## config.mk

```make
export PLATFORM = sky130hd
export DESIGN_NAME = pcs_seq
export DESIGN_NICKNAME = d
export VERILOG_FILES = /design/src/rtl/pcs_pkg.sv /design/src/rtl/pcs_cond_eval.sv /design/src/rtl/pcs_target_gen.sv /design/src/rtl/pcs_seq.sv
export SDC_FILE = /design/constraint.sdc
export NUM_CORES = 1
export LEC_CHECK = 0
export ABC_AREA = 1
export BUFFER_PORTS_ARGS = -buffer_cell sky130_fd_sc_hd__clkbuf_2
export CAP_MARGIN = 20
export CORE_MARGIN = 4
export CORE_UTILIZATION = 54
export DETAILED_ROUTE_END_ITERATION = 16
export PLACE_DENSITY = 0.74
export SYNTH_ARGS = -nofsm -noshare
export SYNTH_HDL_FRONTEND = slang
export SYNTH_SLANG_ARGS = --single-unit
```

## constraint.sdc

```tcl
create_clock -name clk -period 4.6 [get_ports clk]
set_input_delay 0.92 -clock clk [delete_from_list [all_inputs] [get_ports clk]]
set_output_delay 0.92 -clock clk [all_outputs]
set_load 0.05 [all_outputs]
```

## src/rtl/pcs_pkg.sv

```systemverilog
package pcs_pkg;
    typedef enum logic [2:0] {
        XF_NONE  = 3'd0,
        XF_JMP   = 3'd1,
        XF_JMPR  = 3'd2,
        XF_CALL  = 3'd3,
        XF_CALLR = 3'd4,
        XF_RET   = 3'd5
    } xfer_e;

    localparam int FL_N = 3;
    localparam int FL_Z = 2;
    localparam int FL_V = 1;
    localparam int FL_C = 0;
endpackage

```

## src/rtl/pcs_cond_eval.sv

```systemverilog
module pcs_cond_eval
    import pcs_pkg::*;
(
    input  logic [3:0] cond_sel,
    input  logic [3:0] flags,
    output logic       pass
);
    logic neg, zer, ovf, cry, slt;

    always_comb begin
        neg = flags[FL_N];
        zer = flags[FL_Z];
        ovf = flags[FL_V];
        cry = flags[FL_C];
        slt = neg ^ ovf;
        unique case (cond_sel)
            4'd0:    pass = 1'b1;
            4'd1:    pass = zer;
            4'd2:    pass = ~zer;
            4'd3:    pass = slt;
            4'd4:    pass = ~slt;
            4'd5:    pass = slt | zer;
            4'd6:    pass = ~(slt | zer);
            4'd7:    pass = cry;
            4'd8:    pass = ~cry;
            4'd9:    pass = cry | zer;
            4'd10:   pass = ~(cry | zer);
            4'd11:   pass = ovf;
            4'd12:   pass = ~ovf;
            4'd13:   pass = neg;
            4'd14:   pass = ~neg;
            default: pass = 1'b0;
        endcase
    end
endmodule

```

## src/rtl/pcs_target_gen.sv

```systemverilog
module pcs_target_gen #(
    parameter int AW   = 32,
    parameter int RELW = 19
) (
    input  logic [AW-1:0]   exec_pc,
    input  logic [AW-1:0]   base_val,
    input  logic [RELW-1:0] offset,
    input  logic            pc_rel,
    output logic [AW-1:0]   target
);
    logic [AW-1:0] ofs_x;

    generate
        if (RELW < AW) begin : g_ext
            assign ofs_x = {{(AW-RELW){offset[RELW-1]}}, offset};
        end else begin : g_trunc
            assign ofs_x = offset[AW-1:0];
        end
    endgenerate

    assign target = (pc_rel ? exec_pc : base_val) + ofs_x;
endmodule

```

## src/rtl/pcs_seq.sv

```systemverilog
module pcs_seq
    import pcs_pkg::*;
#(
    parameter int AW       = 32,
    parameter int RELW     = 19,
    parameter int INC      = 4,
    parameter int RST_ADDR = 0
) (
    input  logic            clk,
    input  logic            rst_n,
    input  logic            hold,
    input  logic [2:0]      xfer_kind,
    input  logic [3:0]      cond_sel,
    input  logic [3:0]      flags,
    input  logic [AW-1:0]   base_val,
    input  logic [RELW-1:0] offset,
    output logic [AW-1:0]   fetch_addr,
    output logic [AW-1:0]   last_pc,
    output logic [AW-1:0]   link_addr,
    output logic            win_push,
    output logic            win_pop
);
    localparam logic [AW-1:0] STEP_V  = AW'(INC);
    localparam logic [AW-1:0] START_V = AW'(RST_ADDR);

    typedef struct packed {
        logic [AW-1:0] pc;
        logic [AW-1:0] npc;
        logic [AW-1:0] lpc;
        logic [AW-1:0] link;
        logic          vld;
        logic          push;
        logic          pop;
    } seq_t;

    seq_t          s_d, s_q;
    logic          cond_ok;
    logic          rel_sel;
    logic [AW-1:0] tgt;

    pcs_cond_eval u_cond (
        .cond_sel (cond_sel),
        .flags    (flags),
        .pass     (cond_ok)
    );

    assign rel_sel = (xfer_kind == XF_JMPR) || (xfer_kind == XF_CALLR);

    pcs_target_gen #(.AW(AW), .RELW(RELW)) u_tgt (
        .exec_pc  (s_q.pc),
        .base_val (base_val),
        .offset   (offset),
        .pc_rel   (rel_sel),
        .target   (tgt)
    );

    always_comb begin
        s_d      = s_q;
        s_d.push = 1'b0;
        s_d.pop  = 1'b0;
        if (!hold) begin
            s_d.lpc = s_q.pc;
            s_d.pc  = s_q.npc;
            s_d.vld = 1'b1;
            s_d.npc = s_q.npc + STEP_V;
            if (s_q.vld) begin
                case (xfer_kind)
                    XF_JMP, XF_JMPR: begin
                        if (cond_ok) s_d.npc = tgt;
                    end
                    XF_CALL, XF_CALLR: begin
                        s_d.npc  = tgt;
                        s_d.link = s_q.pc;
                        s_d.push = 1'b1;
                    end
                    XF_RET: begin
                        s_d.npc = tgt;
                        s_d.pop = 1'b1;
                    end
                    default: ;
                endcase
            end
        end
    end

    always_ff @(posedge clk or negedge rst_n) begin
        if (!rst_n) begin
            s_q.pc   <= '0;
            s_q.npc  <= START_V;
            s_q.lpc  <= '0;
            s_q.link <= '0;
            s_q.vld  <= 1'b0;
            s_q.push <= 1'b0;
            s_q.pop  <= 1'b0;
        end else begin
            s_q <= s_d;
        end
    end

    assign fetch_addr = s_q.npc;
    assign last_pc    = s_q.lpc;
    assign link_addr  = s_q.link;
    assign win_push   = s_q.push;
    assign win_pop    = s_q.pop;
endmodule

```

### Word level (Yosys, flattened, before mapping)

Cells that the tools add are included.

| operators by class | value |
|---|---|
| $add $sub $neg | 2 |
| equal/unequal tests | 19 |
| multiplexer cells | 9 |
| bitwise operators | 11 |
| reductions and logical operators | 6 |

Operator list:

| operator | count |
|---|---|
| $mux 32 | 3 |
| $pmux 32 s2 | 1 |
| $add 32x3->32 const B | 1 |
| $add 32x32->32 | 1 |
| $eq 4x4->1 const B | 7 |
| $eq 4x3->1 const B | 4 |
| $pmux 1 s15 | 1 |
| $eq 4x2->1 const B | 2 |
| $not 1->1 | 8 |
| $eq 3x2->1 const B | 2 |
| $eq 3x3->1 const B | 2 |
| $eq 4x1->1 const B | 1 |
| $logic_not 4->1 | 1 |
| $mux 2 | 2 |
| $reduce_or 2->1 | 2 |
| $eq 3x1->1 const B | 1 |
| $reduce_and 3->1 | 1 |
| $reduce_or 3->1 | 1 |
| $mux 1 | 2 |
| $or 1x1->1 | 2 |
| $logic_or 1x1->1 | 1 |
| $xor 1x1->1 | 1 |

| word-level totals | value |
|---|---|
| register bits | 131 |
| output and inout bits | 98 |
| logic and storage cells | 54 |

### Depth between registers and ports, before layout

Gate-level depths: netlist of run 1.

| logic depth | value |
|---|---|
| word-level depth | 7 |
| gate-level depth with buffers | 21 |
| gate-level depth less buffers | 20 |

### Cells and area by module

Synthesis of run 1 repeated with hierarchy kept, for this count alone.

| unflattened totals | value |
|---|---|
| cell total of the unflattened synthesis | 1422 |
| area total of the unflattened synthesis | 9764.4 sq um |

By module, submodules not included:

| module | instances | cells an instance | area each (sq um) | seq. area each (sq um) |
|---|---|---|---|---|
| pcs_seq | 1 | 838 | 6809.0 | 3278.1 |
| pcs_target_gen | 1 | 530 | 2733.9 | 0.0 |
| pcs_cond_eval | 1 | 54 | 221.5 | 0.0 |

### Worst setup path before layout of run 1

OpenSTA, ideal clock, no wires.

| path | value |
|---|---|
| path kind | input to register |
| from | input port xfer_kind[1] |
| to | register s_q, in the netlist fetch_addr[16] |
| library setup time | 0.121 ns |
| arrival | 3.207 ns |
| required time | 4.479 ns |
| path slack | 1.272 ns |
| stages | 18 |
| cells stage by stage | o21ai_1 -> nand2_2 -> clkbuf_1 -> nand2_1 -> o21ai_0 -> ha_1 -> fa_1 -> nand3_1 -> nand2_1 -> nand2_1 -> nand2_1 -> nand2_1 -> nand2_1 -> nand2_1 -> nand2_1 -> or2_2 -> nand3_1 -> a21oi_1 |

| on the way | value |
|---|---|
| longest elaborated chain between the ends | 7 |
| elaborated cells on any way between the ends | 13 |
| classes of those cells | 1 x add/sub; 5 x eq/ne; 4 x mux; 3 x reduce/logical |

RTL lines:

| what | line | RTL |
|---|---|---|
| from (decl) | pcs_seq.sv:12 | `input logic [2:0] xfer_kind,` |
| $eq 3x2->1 / $eq 3x3->1 (equally long branches) | pcs_seq.sv:47, pcs_seq.sv:67 |  |
| $logic_or 1x1->1 | pcs_seq.sv:47 | `assign rel_sel = (xfer_kind == XF_JMPR) \|\| (xfer_kind == XF_CALLR);` |
| $mux 32 | pcs_target_gen.sv:21 | `assign target = (pc_rel ? exec_pc : base_val) + ofs_x;` |
| $add 32x32->32 | pcs_target_gen.sv:21 |  |
| $mux 32 | pcs_seq.sv:69 | `if (cond_ok) s_d.npc = tgt;` |
| $pmux 32 s2 (*) | pcs_seq.sv:67 | `case (xfer_kind)` |
| $mux 32 (*) | pcs_seq.sv:66 | `if (s_q.vld) begin` |
| to (decl) | pcs_seq.sv:36 | `seq_t s_d, s_q;` |

Every way passes the cells marked *; elsewhere a longest branch is shown, timed or not.
A chain may end at the register's enable or synchronous reset.

### Final worst setup path of run 1

| path | value |
|---|---|
| from | input port xfer_kind[1] |
| to | register s_q, in the netlist fetch_addr[20] |

The elaborated chain is that of the path after synthesis.

==> impl_metrics.yaml, run 1 <==
synth:
  yosys.area_share.simple: 0.286
  synth_largest_area_cell: "dfrtp_1"
  synthTopCellsByCount: "nand2_1, inv_1, o21ai_0"
  postSynthAreaPerCell_sq_um: 6.96
  synth_top_family_by_area: "simple AND/OR/NAND/NOR gates"
  synth_top_area_frac: 0.346
  synth_ff_type: "dfrtp_1"
  yosysMostFrequentCell: "nand2_1"
  synth.area.top_cells: "dfrtp_1, nand2_1, o21ai_0, buf_4, inv_1"
  synth_cells: 1362
  synth_edf_count: 0
  synth_xor_area_frac: 0.0222
  synth_area_sq_um: 9490
  synth_nets: 1467
  synthMuxAreaShare: 0
  ys_seq_area_frac: 0.346
  async_flop_share: 1.00
  ys_warn_count: 0
  ys_types: 41
  synth_compound_area_frac: 0.133
  synth_fa_ha_area_frac: 0.0536
  ys_ff_latch: 131
clocking:
  cts_setup_buffers: 0
  clockRootBuffer: "clkbuf_16"
  cts_buffers: 17
  htree_levels: 4
  cts_tree: "built"
  cts_sinks: 131
  ctsResizeCount: 0
  cts_hold_buffers: 0
  clk_latency_ps: 420
  path_clk_slew_ps: 60
  cts_buffer_depth: 2
timing:
  finalHoldViolCount: 0
  fin_crit_sh: 0.815
  whs_ps: 478
  setup_violations: 0
  skew_ps: 10.2
  fin_crit_ps: 3750
  rsz0062_at_grt: "no"
  tightest_slew_ps: 965
  slew_violations: 0
  fmax_mhz: 267
  slew_headroom: 0.356
  setup_tns_ps: 0
global_routing:
  gr-total-overflow: 0
  gr-usage-all-layers: 0.275
  grt_pass1_wl_mm: 42.6
  antenna_found_initial: 0
  grt_max_degree: 132
  grt_pass1_vias: 8011
critical_path:
  max_stage_delay_ps: 440
  required_ps: 4930
  path_cells: "clkbuf_2 -> o21ai_1 -> nand2_2 -> buf_4 -> nand2_1 -> o21ai_0 -> ha_1 -> nand2_1 -> nor2_1 -> inv_1 -> nor2_1 -> nand4_1 -> nand3_1 -> or2_2 -> nand3_1 -> a21oi_1"
  r2r_cells: 13
  cp.arrival_ps: 4080
  critPathMaxFanout: 37
  start_kind: "input pin"
  cp_slowest_cell: "nand2_2"
  path_class: "input pin to flip-flop"
  cp-end-kind: "flip-flop"
detailed_routing:
  wl_met3_mm: 2.44
  wl_met1_mm: 12.6
  met2_length_mm: 11.5
  detail-route-antenna-nets: 0
  vias: 8721
  highest_layer: "met4"
  wl_per_cell_um: 16.5
  initialDrtViolationCount: 797
  routed_via_density: 5.28
  dr.pass1.iters: 5
  finalWirelength_mm: 27.3
  drc: 0
floorplanning:
  die_w_um: 141
  die_y_um: 141
  start_util: 0.550
  die-area_sq_um: 19800
  ios: 163
  rows: 48
  core_area_sq_um: 17200
job:
  drv_cap: 0
final_layout:
  diodes: 0
  area_growth_syn_to_layout_pct: 8.40
  design_area_sq_um: 10300
  stdcell_count: 1652
  fillCellCount: 1612
  nets: 1519
  layout-drive-gt1-share: 0.182
pwr:
  power.switching_w: 0.00282
  finalPower_w: 0.00566
  pwr-share-seq: 0.313
  ir_drop_mv: 0.322
  power.share.switching: 0.499
  p_per_area_nw_per_um2: 550
  p_int_w: 0.00284
  leakage_nw: 5.46
  share_comb_of_total_power: 0.467
  p_clk_frac: 0.221
place:
  placed_area_sq_um: 9730
  place_congestion: 0.984
  dp.cells: 1620
  hpwl_mm: 21.1
  io_buffer_count: 162
outcome:
  status: "completed"
min_path:
  whs_path_depth: 2
  hold_class: "flip-flop to flip-flop"
-- sequential cells by signal, indices dropped and copies added (netlist names) --
name,flops
fetch_addr,32
last_pc,32
link_addr,32
s_q,33
win_pop,1
win_push,1
-- routing by layer --
metal	track usage	vias to the layer above
met5	0	-
met2	0.403	345
met4	0.0954	0
met1	0.404	3992
li1	-	4337
met3	0.0574	47
-- power by group through the flow --
stage	Clock [W]	Combinational [W]	Sequential (W)
after floorplan	0	0.00231	0.00169
after global placement	0	0.00259	0.00177
after detailed placement	0	0.00261	0.00178
after CTS	0.00126	0.00263	0.00176
after global routing	0.00132	0.00286	0.00182
final	0.00125	0.00264	0.00177
-- worst max-delay path, delay by kind of cell --
family	cells	cell delay, ps
simple gates	9	1610
buf+inv	3	570
compound gates	3	560
fa+ha+maj	1	400
-- cell type report --
class                      instances  area [sq um]  share of cell area
clock buffer                      19           453              0.0440
clock inverter                    13          97.6             0.00949
inverter                         166           626              0.0608
multi-input combinational        932          4690               0.456
sequential                       131          3280               0.319
tap                              225           282              0.0274
timing repair buffer             166           858              0.0835
-- logic make-up after synthesis --
kind of cell	count (synthesis)
AND/OR/NAND/NOR	642
adder cells (fa/ha/maj)	40
AO/OA/AOI/OAI	226
flip-flops	131
buffers and inverters	299
XOR/XNOR	24
-- path summary, 6_finish.rpt --
| check | from | endpoint | slack (ps) |
|---|---|---|---|
| hold / removal | s_q[114] | s_q[114] | 480 |
| hold reg to reg | s_q[114] | s_q[114] | 480 |
| min in group asynchronous | rst_n | win_pop | 540 |
| setup reg to reg | s_q[100] | fetch_addr[26] | 1970 |
| max in group asynchronous | rst_n | fetch_addr[24] | 3400 |
| setup / recovery | xfer_kind[1] | fetch_addr[20] | 850 |
-- placed cells by master (no fill, tap or decap), drive strengths merged --
master and n:
ha 39, o21bai 4, nand3 55, clkinv 4
nor2 101, o211ai 4, xnor2 6, inv 171
and2 2, fa 1, nor4 3, buf 6
a21o 2, or2 6, nand3b 6, a22oi 4
a21oi 55, clkinvlp 4, nor3 19, dfrtp 131
xor2 18, clkbuf 179, nand4 19, o21ai 157
nand2 431
-- metrics by stage --
step	worst slack [ps]	utilization
after floorplan	1270	-
final	851	0.597
after detailed placement	489	0.565
after CTS	895	0.597
after global routing	611	0.597
after global placement	478	0.565
No activity file was read; power rests on OpenSTA's default activity.
==> run 2: changes to the inputs <==
--- a/config.mk
+++ b/config.mk
@@ -9,9 +9,9 @@
 export BUFFER_PORTS_ARGS = -buffer_cell sky130_fd_sc_hd__clkbuf_2
 export CAP_MARGIN = 20
 export CORE_MARGIN = 4
-export CORE_UTILIZATION = 54
+export CORE_UTILIZATION = 52
 export DETAILED_ROUTE_END_ITERATION = 16
-export PLACE_DENSITY = 0.74
+export PLACE_DENSITY = 0.75
 export SYNTH_ARGS = -nofsm -noshare
 export SYNTH_HDL_FRONTEND = slang
 export SYNTH_SLANG_ARGS = --single-unit
==> constraint.sdc (replaced) <==
create_clock -name clk -period 3.1 [get_ports clk]
set_input_delay 0.62 -clock clk [delete_from_list [all_inputs] [get_ports clk]]
set_output_delay 0.62 -clock clk [all_outputs]
set_load 0.05 [all_outputs]
==> run 2 against run 1 <==
  * Global-route usage decreased by 0.24 points
  * Die area up 3.6%
  * Sequential share of layout area decreased by 2.2 points
  * Setup slack worse by 710 ps
  * Wire length rose by 2.0%
  * Total power grew 54%
  * Register-to-register slack worse by 1400 ps
  * Clock-buffer cell count grew 3
  * Design area grew 7.4%
  * Clock power increased by 49%
  * Utilization is 1.8 points higher
  * Cell count grew 5.9%
==> impl_metrics.yaml, run 2 (same netlist as run 1, synthesis figures left out) <==
clocking:
  clk_latency_ps: 410
  cts_sinks: 131
  cts_buffers: 17
  cts_setup_buffers: 0
  cts_tree: "built"
  clockRootBuffer: "clkbuf_16"
  htree_levels: 4
  cts_buffer_depth: 2
  path_clk_slew_ps: 60
  ctsResizeCount: 0
  cts_hold_buffers: 0
final_layout:
  multi_input_area_sq_um: 4720
  largest_register_ffs: 33
  layout-drive-gt1-share: 0.234
  area_growth_syn_to_layout_pct: 16.4
  most-common-layout-cells: "nand2_1, clkbuf_2, inv_1, o21ai_0, dfrtp_1"
  design_area_sq_um: 11000
  area.sequential_sq_um: 3280
  top_register: "s_q"
  fillCellCount: 1753
  diodes: 0
  final_common_cell: "nand2_1"
  nets: 1613
timing:
  finalHoldViolCount: 0
  skew_ps: 10.6
  tightest_slew_ps: 666
  fin_ws_ps: 137
  fmax_mhz: 337
  setup_violations: 0
  fin_crit_ps: 2960
  slew_violations: 0
  rsz0062_at_grt: "yes"
  slew_headroom: 0.556
  fin_crit_sh: 0.956
min_path:
  hold_class: "input pin to async pin"
floorplanning:
  die_w_um: 143
  ios: 163
  core_area_sq_um: 18000
  rows: 49
  die_y_um: 143
  start_util: 0.528
  die-area_sq_um: 20500
critical_path:
  crit_buf_inv: 6
  cp.arrival_ps: 3300
  cp_slowest_cell: "ha_1"
  required_ps: 3440
  cp-startpoint: "xfer_kind[1]"
  cp-end-kind: "flip-flop"
  r2r_start: "s_q[116]"
  critPathMaxFanout: 29
  path_cells: "clkbuf_2 -> inv_2 -> o21ai_1 -> nand2_2 -> buf_12 -> buf_4 -> nand2_1 -> o21ai_0 -> ha_1 -> nand2_1 -> inv_1 -> buf_4 -> nand2_1 -> o21ai_0 -> a21oi_1 -> nand3_1 -> nand3_1 -> a21oi_2"
  max_stage_delay_ps: 440
  start_kind: "input pin"
  cp_common_cell: "nand2_1"
  path_class: "input pin to flip-flop"
  r2r_slack_ps: 600
  crit_family: "compound AO/OA/AOI/OAI gates"
  r2r_cells: 14
  r2r-end: "fetch_addr[19]"
place:
  post-place-ws_ps: -232
  hpwl_mm: 22.1
  place_congestion: 1.02
  placed_area_sq_um: 10500
  io_buffer_count: 162
detailed_routing:
  drc: 0
  wl_per_cell_um: 15.9
  vias: 9026
  routed_via_density: 5.16
  initialDrtViolationCount: 683
  detail-route-antenna-nets: 0
  finalWirelength_mm: 27.9
  dr.pass1.iters: 6
global_routing:
  grt_max_degree: 114
  gr-total-overflow: 0
  grt_pass1_wl_mm: 43.6
  gr-usage-all-layers: 0.273
  antenna_found_initial: 0
  grt_pass1_vias: 8319
pwr:
  p_per_area_nw_per_um2: 790
  ir_drop_mv: 0.609
  leakage_nw: 5.93
job:
  drv_cap: 0
outcome:
  status: "completed"
[run 2: worst max-delay path by stage]
stage | end | cells after the start
2_1_floorplan | fetch_addr[16] | 18
3_3_place_gp | fetch_addr[20] | 19
3_5_place_dp | fetch_addr[19] | 20
4_1_cts | fetch_addr[19] | 20
5_1_grt | fetch_addr[19] | 21
6_report | fetch_addr[29] | 18
[run 2: per-layer routing]
| metal | track usage | share of wire |
|---|---|---|
| met1 | 0.399 | 0.46 |
| met3 | 0.0432 | 0.079 |
| met2 | 0.419 | 0.44 |
| met4 | 0.0770 | 0.020 |
| met5 | 0 | 0 |
[run 2: cell type report]
cell class	count	share of cell area
repair buffers	260	0.144
well taps	229	0.0259
inverters	166	0.0566
clock buffers	22	0.0420
flip-flops and latches	131	0.297
clock inverters	9	0.00736
multi-input cells	932	0.427
[run 2: report_power, final]
| part | switching [W] | total [W] | internal (W) |
|---|---|---|---|
| combinational | 0.00302 | 0.00423 | 0.00121 |
| clock | 0.000719 | 0.00186 | 0.00114 |
| sequential | 0.000454 | 0.00264 | 0.00218 |
[run 2: through the flow]
step	utilization	instances	hold slack [ps]	setup TNS, ps	total power [W]
after floorplan	-	1362	324	0	0.00593
after global placement	0.583	1718	460	-1420	0.00677
after detailed placement	0.583	1718	470	-3260	0.00683
after CTS	0.613	1749	262	0	0.00871
after global routing	0.615	1749	292	-40.2	0.00924
final	0.615	1749	252	0	0.00872
